--- config.mk ---
export PLATFORM = sky130hd
export DESIGN_NAME = cmd_path
export DESIGN_NICKNAME = d
export VERILOG_FILES = /design/src/rtl/cmd_path_pkg.sv /design/src/rtl/cmd_crc7_ser.sv /design/src/rtl/cmd_status_regs.sv /design/src/rtl/cmd_rsp_capture.sv /design/src/rtl/cmd_path.sv
export SDC_FILE = /design/constraint.sdc
export NUM_CORES = 1
export LEC_CHECK = 0
export ABC_AREA = 1
export BUFFER_PORTS_ARGS = -buffer_cell sky130_fd_sc_hd__clkbuf_2
export CORE_MARGIN = 4
export CORE_UTILIZATION = 45
export DETAILED_ROUTE_END_ITERATION = 7
export PLACE_DENSITY = 0.61
export SETUP_SLACK_MARGIN = 0.4
export SYNTH_ARGS = -nofsm -noshare
export SYNTH_HDL_FRONTEND = slang
export SYNTH_SLANG_ARGS = --single-unit
--- constraint.sdc ---
create_clock -name clk_i -period 2.9 [get_ports clk_i]
set_input_delay 0.145 -clock clk_i [delete_from_list [all_inputs] [get_ports clk_i]]
set_output_delay 0.145 -clock clk_i [all_outputs]
set_load 0.03 [all_outputs]
--- src/rtl/cmd_path_pkg.sv ---
package cmd_path_pkg;
  localparam int OPC_W    = 6;
  localparam int ARG_W    = 32;
  localparam int FRAME_W  = 48;
  localparam int SHORT_W  = 48;
  localparam int LONG_W   = 136;
  localparam int CRC_SPAN = 40;
  localparam int NSTAT    = 4;

  // control word bit positions
  localparam int C_RSP  = 6;
  localparam int C_LONG = 7;
  localparam int C_HOLD = 8;
  localparam int C_EN   = 9;
  localparam int CTRL_W = 10;

  // status bit positions
  localparam int ST_SENT = 0;
  localparam int ST_REND = 1;
  localparam int ST_CRC  = 2;
  localparam int ST_TMO  = 3;

  typedef enum logic [2:0] {
    S_IDLE, S_HOLD, S_TX, S_TX_END, S_RX_WAIT, S_RX
  } seq_e;

  function automatic logic [6:0] crc7_step(input logic [6:0] c, input logic b);
    logic fb;
    fb = b ^ c[6];
    return {c[5:3], c[2] ^ fb, c[1:0], fb};
  endfunction

  function automatic logic [6:0] crc7_span(input logic [CRC_SPAN-1:0] d);
    logic [6:0] c;
    c = '0;
    for (int i = CRC_SPAN - 1; i >= 0; i--) c = crc7_step(c, d[i]);
    return c;
  endfunction
endpackage

--- src/rtl/cmd_crc7_ser.sv ---
module cmd_crc7_ser
  import cmd_path_pkg::*;
(
  input  logic       clk_i,
  input  logic       rst_ni,
  input  logic       clear_i,
  input  logic       en_i,
  input  logic       bit_i,
  output logic [6:0] crc_o
);
  logic [6:0] crc_q;

  always_ff @(posedge clk_i or negedge rst_ni) begin
    if (!rst_ni)      crc_q <= '0;
    else if (clear_i) crc_q <= '0;
    else if (en_i)    crc_q <= crc7_step(crc_q, bit_i);
  end

  assign crc_o = crc_q;

  p_clear_zero_r5: assert property (@(posedge clk_i) disable iff (!rst_ni)
    clear_i |=> (crc_o == 7'd0));
endmodule

--- src/rtl/cmd_status_regs.sv ---
module cmd_status_regs #(
  parameter int N     = 4,
  parameter int CLR_W = 12
) (
  input  logic             clk_i,
  input  logic             rst_ni,
  input  logic [N-1:0]     set_i,
  input  logic             clr_we_i,
  input  logic [CLR_W-1:0] clr_i,
  output logic [N-1:0]     status_o
);
  logic [N-1:0] status_q;
  logic [N-1:0] clr_mask;
  logic [N-1:0] keep;
  logic         clr_unused;

  assign clr_mask   = clr_we_i ? clr_i[N-1:0] : '0;
  assign clr_unused = ^clr_i[CLR_W-1:N];
  assign keep       = status_q & ~clr_mask;

  always_ff @(posedge clk_i or negedge rst_ni) begin
    if (!rst_ni) status_q <= '0;
    else         status_q <= keep | set_i;  // set beats clear
  end

  assign status_o = status_q;

  p_sticky_r10: assert property (@(posedge clk_i) disable iff (!rst_ni)
    (|keep) |=> ((status_o & $past(keep)) == $past(keep)));
  p_set_lands_r3: assert property (@(posedge clk_i) disable iff (!rst_ni)
    (|set_i) |=> ((status_o & $past(set_i)) == $past(set_i)));
  p_one_outcome_r5: assert property (@(posedge clk_i) disable iff (!rst_ni)
    $onehot0(set_i));
endmodule

--- src/rtl/cmd_rsp_capture.sv ---
module cmd_rsp_capture #(
  parameter int WORD_W  = 32,
  parameter int N_WORDS = 4
) (
  input  logic                            clk_i,
  input  logic                            rst_ni,
  input  logic                            shift_i,
  input  logic                            bit_i,
  input  logic                            ld_short_i,
  input  logic                            ld_long_i,
  output logic [6:0]                      crc_rx_o,
  output logic [N_WORDS-1:0][WORD_W-1:0]  words_o
);
  localparam int RSP_BITS = WORD_W * N_WORDS;
  localparam int PAY_LSB  = 8;

  logic [RSP_BITS-1:0] sh_q;
  logic [RSP_BITS-1:0] sh_nx;
  logic [1:0]          sh_unused;

  assign sh_nx     = {sh_q[RSP_BITS-2:0], bit_i};
  assign crc_rx_o  = sh_nx[7:1];
  assign sh_unused = {sh_nx[0], sh_q[RSP_BITS-1]};

  always_ff @(posedge clk_i or negedge rst_ni) begin
    if (!rst_ni)      sh_q <= '0;
    else if (shift_i) sh_q <= sh_nx;
  end

  for (genvar w = 0; w < N_WORDS; w++) begin : g_word
    logic [WORD_W-1:0] long_val;
    logic [WORD_W-1:0] short_val;
    if (w == 0) begin : g_low
      assign long_val  = {sh_nx[WORD_W-1:1], 1'b0};
      assign short_val = sh_nx[PAY_LSB +: WORD_W];
    end else begin : g_high
      assign long_val  = sh_nx[w*WORD_W +: WORD_W];
      assign short_val = '0;
    end
    always_ff @(posedge clk_i or negedge rst_ni) begin
      if (!rst_ni)         words_o[w] <= '0;
      else if (ld_long_i)  words_o[w] <= long_val;
      else if (ld_short_i) words_o[w] <= short_val;
    end
  end

  p_short_upper_zero_r4: assert property (@(posedge clk_i) disable iff (!rst_ni)
    (ld_short_i && !ld_long_i) |=> (words_o[N_WORDS-1:1] == '0));
  p_long_lsb_zero_r6: assert property (@(posedge clk_i) disable iff (!rst_ni)
    ld_long_i |=> !words_o[0][0]);
endmodule

--- src/rtl/cmd_path.sv ---
module cmd_path
  import cmd_path_pkg::*;
#(
  parameter int TMO_TICKS = 64,
  parameter int CLR_W     = 12,
  parameter int WORD_W    = 32
) (
  input  logic              clk_i,
  input  logic              rst_ni,
  input  logic              card_tick_i,
  input  logic              arg_we_i,
  input  logic [ARG_W-1:0]  arg_i,
  input  logic              ctrl_we_i,
  input  logic [CTRL_W-1:0] ctrl_i,
  input  logic              clr_we_i,
  input  logic [CLR_W-1:0]  clr_i,
  input  logic              cmd_i,
  output logic              cmd_o,
  output logic              cmd_oe_o,
  output logic              busy_o,
  output logic [NSTAT-1:0]  status_o,
  output logic [WORD_W-1:0] rsp0_o,
  output logic [WORD_W-1:0] rsp1_o,
  output logic [WORD_W-1:0] rsp2_o,
  output logic [WORD_W-1:0] rsp3_o
);
  localparam int N_WORDS = 4;
  localparam int CNT_W   = $clog2(LONG_W);
  localparam int TMO_W   = $clog2(TMO_TICKS);

  seq_e                st_q;
  logic [ARG_W-1:0]    arg_q;
  logic [FRAME_W-1:0]  frame_q;
  logic                rsp_q, long_q;
  logic [CNT_W-1:0]    cnt_q;
  logic [TMO_W-1:0]    tmo_q;
  logic                cmd_q, oe_q;

  logic [NSTAT-1:0]    ev_set;
  logic                crc_clr, crc_en;
  logic [6:0]          crc_calc, crc_rx;
  logic                cap_shift, ld_s, ld_l;
  logic                rx_last;
  logic [N_WORDS-1:0][WORD_W-1:0] words;
  logic [FRAME_W-1:0]  new_frame;

  assign new_frame = {2'b01, ctrl_i[OPC_W-1:0], arg_q,
                      crc7_span({2'b01, ctrl_i[OPC_W-1:0], arg_q}), 1'b1};
  assign rx_last = long_q ? (cnt_q == CNT_W'(LONG_W - 1))
                          : (cnt_q == CNT_W'(SHORT_W - 1));

  always_ff @(posedge clk_i or negedge rst_ni) begin
    if (!rst_ni)       arg_q <= '0;
    else if (arg_we_i) arg_q <= arg_i;
  end

  always_comb begin
    ev_set    = '0;
    crc_clr   = 1'b0;
    crc_en    = 1'b0;
    cap_shift = 1'b0;
    ld_s      = 1'b0;
    ld_l      = 1'b0;
    if (!ctrl_we_i && card_tick_i) begin
      unique case (st_q)
        S_TX_END: begin
          crc_clr = 1'b1;
          if (!rsp_q) ev_set[ST_SENT] = 1'b1;
        end
        S_RX_WAIT: begin
          if (!cmd_i) begin
            crc_en    = 1'b1;
            cap_shift = 1'b1;
          end else if (tmo_q == TMO_W'(TMO_TICKS - 1)) begin
            ev_set[ST_TMO] = 1'b1;
          end
        end
        S_RX: begin
          cap_shift = 1'b1;
          crc_en    = (cnt_q < CNT_W'(CRC_SPAN));
          if (rx_last) begin
            if (long_q) begin
              ld_l = 1'b1;
              ev_set[ST_REND] = 1'b1;
            end else begin
              ld_s = 1'b1;
              if (crc_calc == crc_rx) ev_set[ST_REND] = 1'b1;
              else                    ev_set[ST_CRC]  = 1'b1;
            end
          end
        end
        default: ;
      endcase
    end
  end

  always_ff @(posedge clk_i or negedge rst_ni) begin
    if (!rst_ni) begin
      st_q    <= S_IDLE;
      frame_q <= '0;
      rsp_q   <= 1'b0;
      long_q  <= 1'b0;
      cnt_q   <= '0;
      tmo_q   <= '0;
      cmd_q   <= 1'b1;
      oe_q    <= 1'b0;
    end else if (ctrl_we_i) begin
      rsp_q   <= ctrl_i[C_RSP];
      long_q  <= ctrl_i[C_RSP] & ctrl_i[C_LONG];
      frame_q <= new_frame;
      cnt_q   <= '0;
      tmo_q   <= '0;
      cmd_q   <= 1'b1;
      oe_q    <= 1'b0;
      if (!ctrl_i[C_EN])      st_q <= S_IDLE;
      else if (ctrl_i[C_HOLD]) st_q <= S_HOLD;
      else                     st_q <= S_TX;
    end else if (card_tick_i) begin
      unique case (st_q)
        S_TX: begin
          cmd_q   <= frame_q[FRAME_W-1];
          oe_q    <= 1'b1;
          frame_q <= frame_q << 1;
          if (cnt_q == CNT_W'(FRAME_W - 1)) begin
            st_q  <= S_TX_END;
            cnt_q <= '0;
          end else begin
            cnt_q <= cnt_q + 1'b1;
          end
        end
        S_TX_END: begin
          cmd_q <= 1'b1;
          oe_q  <= 1'b0;
          tmo_q <= '0;
          st_q  <= rsp_q ? S_RX_WAIT : S_IDLE;
        end
        S_RX_WAIT: begin
          if (!cmd_i) begin
            st_q  <= S_RX;
            cnt_q <= CNT_W'(1);
          end else if (tmo_q == TMO_W'(TMO_TICKS - 1)) begin
            st_q <= S_IDLE;
          end else begin
            tmo_q <= tmo_q + 1'b1;
          end
        end
        S_RX: begin
          if (rx_last) st_q <= S_IDLE;
          else         cnt_q <= cnt_q + 1'b1;
        end
        default: ;
      endcase
    end
  end

  cmd_crc7_ser u_crc (
    .clk_i   (clk_i),
    .rst_ni  (rst_ni),
    .clear_i (crc_clr),
    .en_i    (crc_en),
    .bit_i   (cmd_i),
    .crc_o   (crc_calc)
  );

  cmd_rsp_capture #(.WORD_W(WORD_W), .N_WORDS(N_WORDS)) u_cap (
    .clk_i      (clk_i),
    .rst_ni     (rst_ni),
    .shift_i    (cap_shift),
    .bit_i      (cmd_i),
    .ld_short_i (ld_s),
    .ld_long_i  (ld_l),
    .crc_rx_o   (crc_rx),
    .words_o    (words)
  );

  cmd_status_regs #(.N(NSTAT), .CLR_W(CLR_W)) u_stat (
    .clk_i    (clk_i),
    .rst_ni   (rst_ni),
    .set_i    (ev_set),
    .clr_we_i (clr_we_i),
    .clr_i    (clr_i),
    .status_o (status_o)
  );

  assign cmd_o    = cmd_q;
  assign cmd_oe_o = oe_q;
  assign busy_o   = (st_q != S_IDLE);
  assign rsp0_o   = words[0];
  assign rsp1_o   = words[1];
  assign rsp2_o   = words[2];
  assign rsp3_o   = words[3];

  p_drive_only_busy_r2: assert property (@(posedge clk_i) disable iff (!rst_ni)
    cmd_oe_o |-> busy_o);
  p_abort_idle_r8: assert property (@(posedge clk_i) disable iff (!rst_ni)
    (ctrl_we_i && !ctrl_i[C_EN]) |=> (!busy_o && !cmd_oe_o));
  p_abort_quiet_r8: assert property (@(posedge clk_i) disable iff (!rst_ni)
    ctrl_we_i |=> ((status_o & ~$past(status_o)) == '0));
  p_hold_quiet_r9: assert property (@(posedge clk_i) disable iff (!rst_ni)
    (ctrl_we_i && ctrl_i[C_EN] && ctrl_i[C_HOLD]) |=> (busy_o && !cmd_oe_o));
endmodule

==> impl_metrics.csv <==
group,metric,value,unit
outcome,status,"finished clean",
worst_setup_path,critPathArrivalTime,2.93,ns
sta,slew_viol_final,0,
grt,grt_pass1_wl,62140,um
floorplanning,die_x,196.5,um
grt,grt_remaining_overflow,0,
floorplanning,die_h,196.5,um
grt,grt_use_met3,0.03145,
power,leakage,10.11,nW
finish,layout.nets,2195,
worst_setup_path,cp_data_required_time,3.32,ns
worst_setup_path,critPathLaunch,"arg_q[29]$_DFFE_PN0P_",
clocking,ctsRootBufferMaster,"clkbuf_16",
drt,via_per_inst,4.994,
finish,area_growth,25.25,%
clocking,htreeDepth,2,
sta,rsz0062_at_grt,"true",
yosys,synth_area,15980,um2
worst_setup_path,critPathMaxFanout,4,
grt,use_met2,0.3130,
yosys,synth_seq_area_share,0.5747,
worst_setup_path,worstSetupPathType,"register to register",
sta,post-route-min-period,2.516,ns
drt,firstDrtPassIters,5,
sta,hold_viol,0,
grt,busiest_layer,"met2",
yosys,synth_simple_gate_area_share,0.1963,
clocking,clock_sinks,367,
yosys,synth_top_family_by_area,"simple AND/OR/NAND/NOR gates",
drt,antenna_left,0,
clocking,cts_buffers,40,
sta,worst_slew_pin_slew,1.059,ns
yosys,syn_avg_cell_area,8.386,um2
grt,grt_pass1_vias,12653,
finish,antenna-diode-count,0,
worst_setup_path,path_cells,"inv_2 > nand2_1 > nand2_2 > nand2_4 > nand2_4 > nand2_2 > nand2_2 > nand2_2 > nand2_2 > nand3_4 > nand2_4 > nand3_2 > nand2_2 > nand2_2 > nand2_2 > buf_4 > xor2_2 > nand2_1 > nand3_2 > nand2_1 > nand3_1 > nand2_1",
floorplanning,coreArea,34800,um2
sta,fmax,397.4,MHz
floorplanning,pin_count,196,
yosys,synth_xor_area_frac,0.01135,
placed_design,placedInstanceArea,17420,um2
drt,drt_iter0_markers,837,
yosys,synth_compound_area_frac,0.1362,
drt,drc,0,
yosys,synthAdderAreaFrac,0.001566,
yosys,yosys.cell_types.count,36,
clocking,clockBufferDepth,3,
finish,stdcell_area,20020,um2
clocking,clkTransAtPathRegs,0.06,ns
yosys,synth_edf_count,0,
drt,drt-total-wl,37790,um
finish,fillCellCount,3064,
drt,vias,13049,
floorplanning,die_area,38600,um2
worst_setup_path,cpMaxStageDelayCell,"dfrtp_2",
sta,post-route-period-util,0.8677,
yosys,yosys_warnings,0,
grt,antenna_found_initial,0,
worst_setup_path,endpoint_kind,"register",
yosys,synthFlopType,"dfrtp_1",
drt,wl_per_cell,14.46,um
sta,relSlewSlack,0.2942,
min_path,min_path_type,"primary input to register",
sta,skew,0.01500,ns
sta,setup_tns,0,ns
placed_design,dpl.hpwl,24140,um
placed_design,routabilityCongestion,0.8110,
min_path,worstHoldStart,"ctrl_we_i",
yosys,synthMuxAreaShare,0,
grt,grt_max_degree,133,
finish,drive_gt1_frac,0.2183,
power,vdd_ir_drop_max,559.3,uV
floorplanning,num_rows,68,
worst_setup_path,crit_top_cell,"nand2_2",
grt,met1_usage,0.2654,
yosys,syn_nets,1969,
sta,setup_viol,0,
clocking,tritoncts,"built",
yosys,postSynth.asyncResetShare,1.000,
grt,grt_usage,0.1895,
placed_design,port_buffers,187,
worst_setup_path,rr_startpoint,"arg_q[29]$_DFFE_PN0P_",
yosys,syn_inst,1906,
finish,layout_commonest_cell,"nand2_1",
power,power_density,810.1,nW/um2
worst_setup_path,critPathLaunchType,"register",
clocking,clk_latency,0.53,ns
floorplanning,start_util,0.4593,
worst_setup_path,max_stage_delay,0.45,ns
yosys,synth_seq_cells,367,
flow_run,cap_violations,0,
finish,final_cell_mix,"490 x nand2_1, 365 x dfrtp_1, 297 x o21ai_0",
## metrics by stage
stage	util	std cells	power [mW]	hold slack, ns	setup slack, ns
2_1_floorplan	-	1906	9.634	-0.1506	0.7441
3_3_place_gp	0.5005	2475	10.49	0.1844	0.4236
3_5_place_dp	0.5005	2475	10.61	0.1842	0.3597
4_1_cts	0.5551	2600	15.86	0.09875	0.3716
5_1_grt	0.5753	2613	17.36	0.1465	0.1758
6_report	0.5753	2613	16.22	0.1386	0.3838
## cell usage after synthesis (4+ instances only)
master / number / share of area
nor3_1: 5 / 0.0016
a31oi_1: 41 / 0.016
buf_2: 16 / 0.0050
nor2_1: 90 / 0.021
o21ai_0: 300 / 0.094
nand2_2: 32 / 0.013
clkbuf_1: 72 / 0.017
nand3_1: 60 / 0.019
nand4_1: 8 / 0.0031
o22ai_1: 7 / 0.0027
a21oi_1: 53 / 0.017
nor4_1: 4 / 0.0016
nand2_1: 559 / 0.13
xor2_1: 11 / 0.0060
dfrtp_1: 366 / 0.57
nand3_2: 5 / 0.0031
inv_2: 8 / 0.0019
xnor2_1: 6 / 0.0033
inv_1: 235 / 0.055
## sequential cells by signal, summed over array words and instances (netlist names)
name	cells
cmd_oe_o	1
u_cap.sh_q	127
u_stat.status_o	4
st_q	3
frame_q	48
u_crc.crc_o	7
rsp_q	1
arg_q	32
long_q	1
cmd_o	1
cnt_q	8
u_cap.words_o	128
tmo_q	6
## timing repair
action	CTS	global route
buffers inserted	2	12
endpoints found under the setup margin	7	147
hold buffers	55	0
cloned	0	1
pin swaps	2	74
endpoints found under the hold margin	118	0
gates resized for setup	7	170
## final cells by class
class	instances	area [um2]	area share
multi-input cells	1205	6128	0.3061
inverters	244	920.9	0.04600
flip-flops and latches	367	9186	0.4589
clock buffers	53	1120	0.05594
well taps	455	569.3	0.02844
repair buffers	274	1903	0.09507
clock inverters	15	190.2	0.009501
## logic make-up after synthesis
group / after synthesis
fa+ha+maj: 2
xor+xnor: 19
buf+inv: 334
flops: 367
compound gates: 415
simple gates: 769
## worst paths after layout
kind,cells past startpoint,slack (ns),end
max,22,0.38,frame_q[6]$_DFFE_PN0P_
min,3,0.14,st_q[0]$_DFFE_PN0P_
max reg2reg,22,0.38,frame_q[6]$_DFFE_PN0P_
min reg2reg,1,0.47,u_stat.status_o[0]$_DFF_PN0_
max in group asynchronous,3,1.75,cmd_o$_DFFE_PN1P_
min in group asynchronous,2,0.19,u_cap.words_o[51]$_DFFE_PN0P_
## report_power, final
group,leakage [nW],switching (mW),internal (mW)
logic,4.94,2.42,1.45
clock network,0.653,2.02,3.06
registers,4.52,0.822,6.45
total,10.1,5.26,11.0
## routing by layer
metal  vias up  part of all wire
li1       6516                 -
met1      6217              0.46
met2       253              0.47
met3        63             0.048
met4         0             0.020
met5         -                 0
## critical path, delay by kind of cell, from the launching register on
| family | cells | cell delay, ns |
|---|---|---|
| xor gates and xnor gates | 1 | 0.16 |
| buffers and inverters | 2 | 0.19 |
| DFF | 1 | 0.45 |
| and+or+nand+nor | 19 | 1.60 |
(Power assumes the default switching activity.)
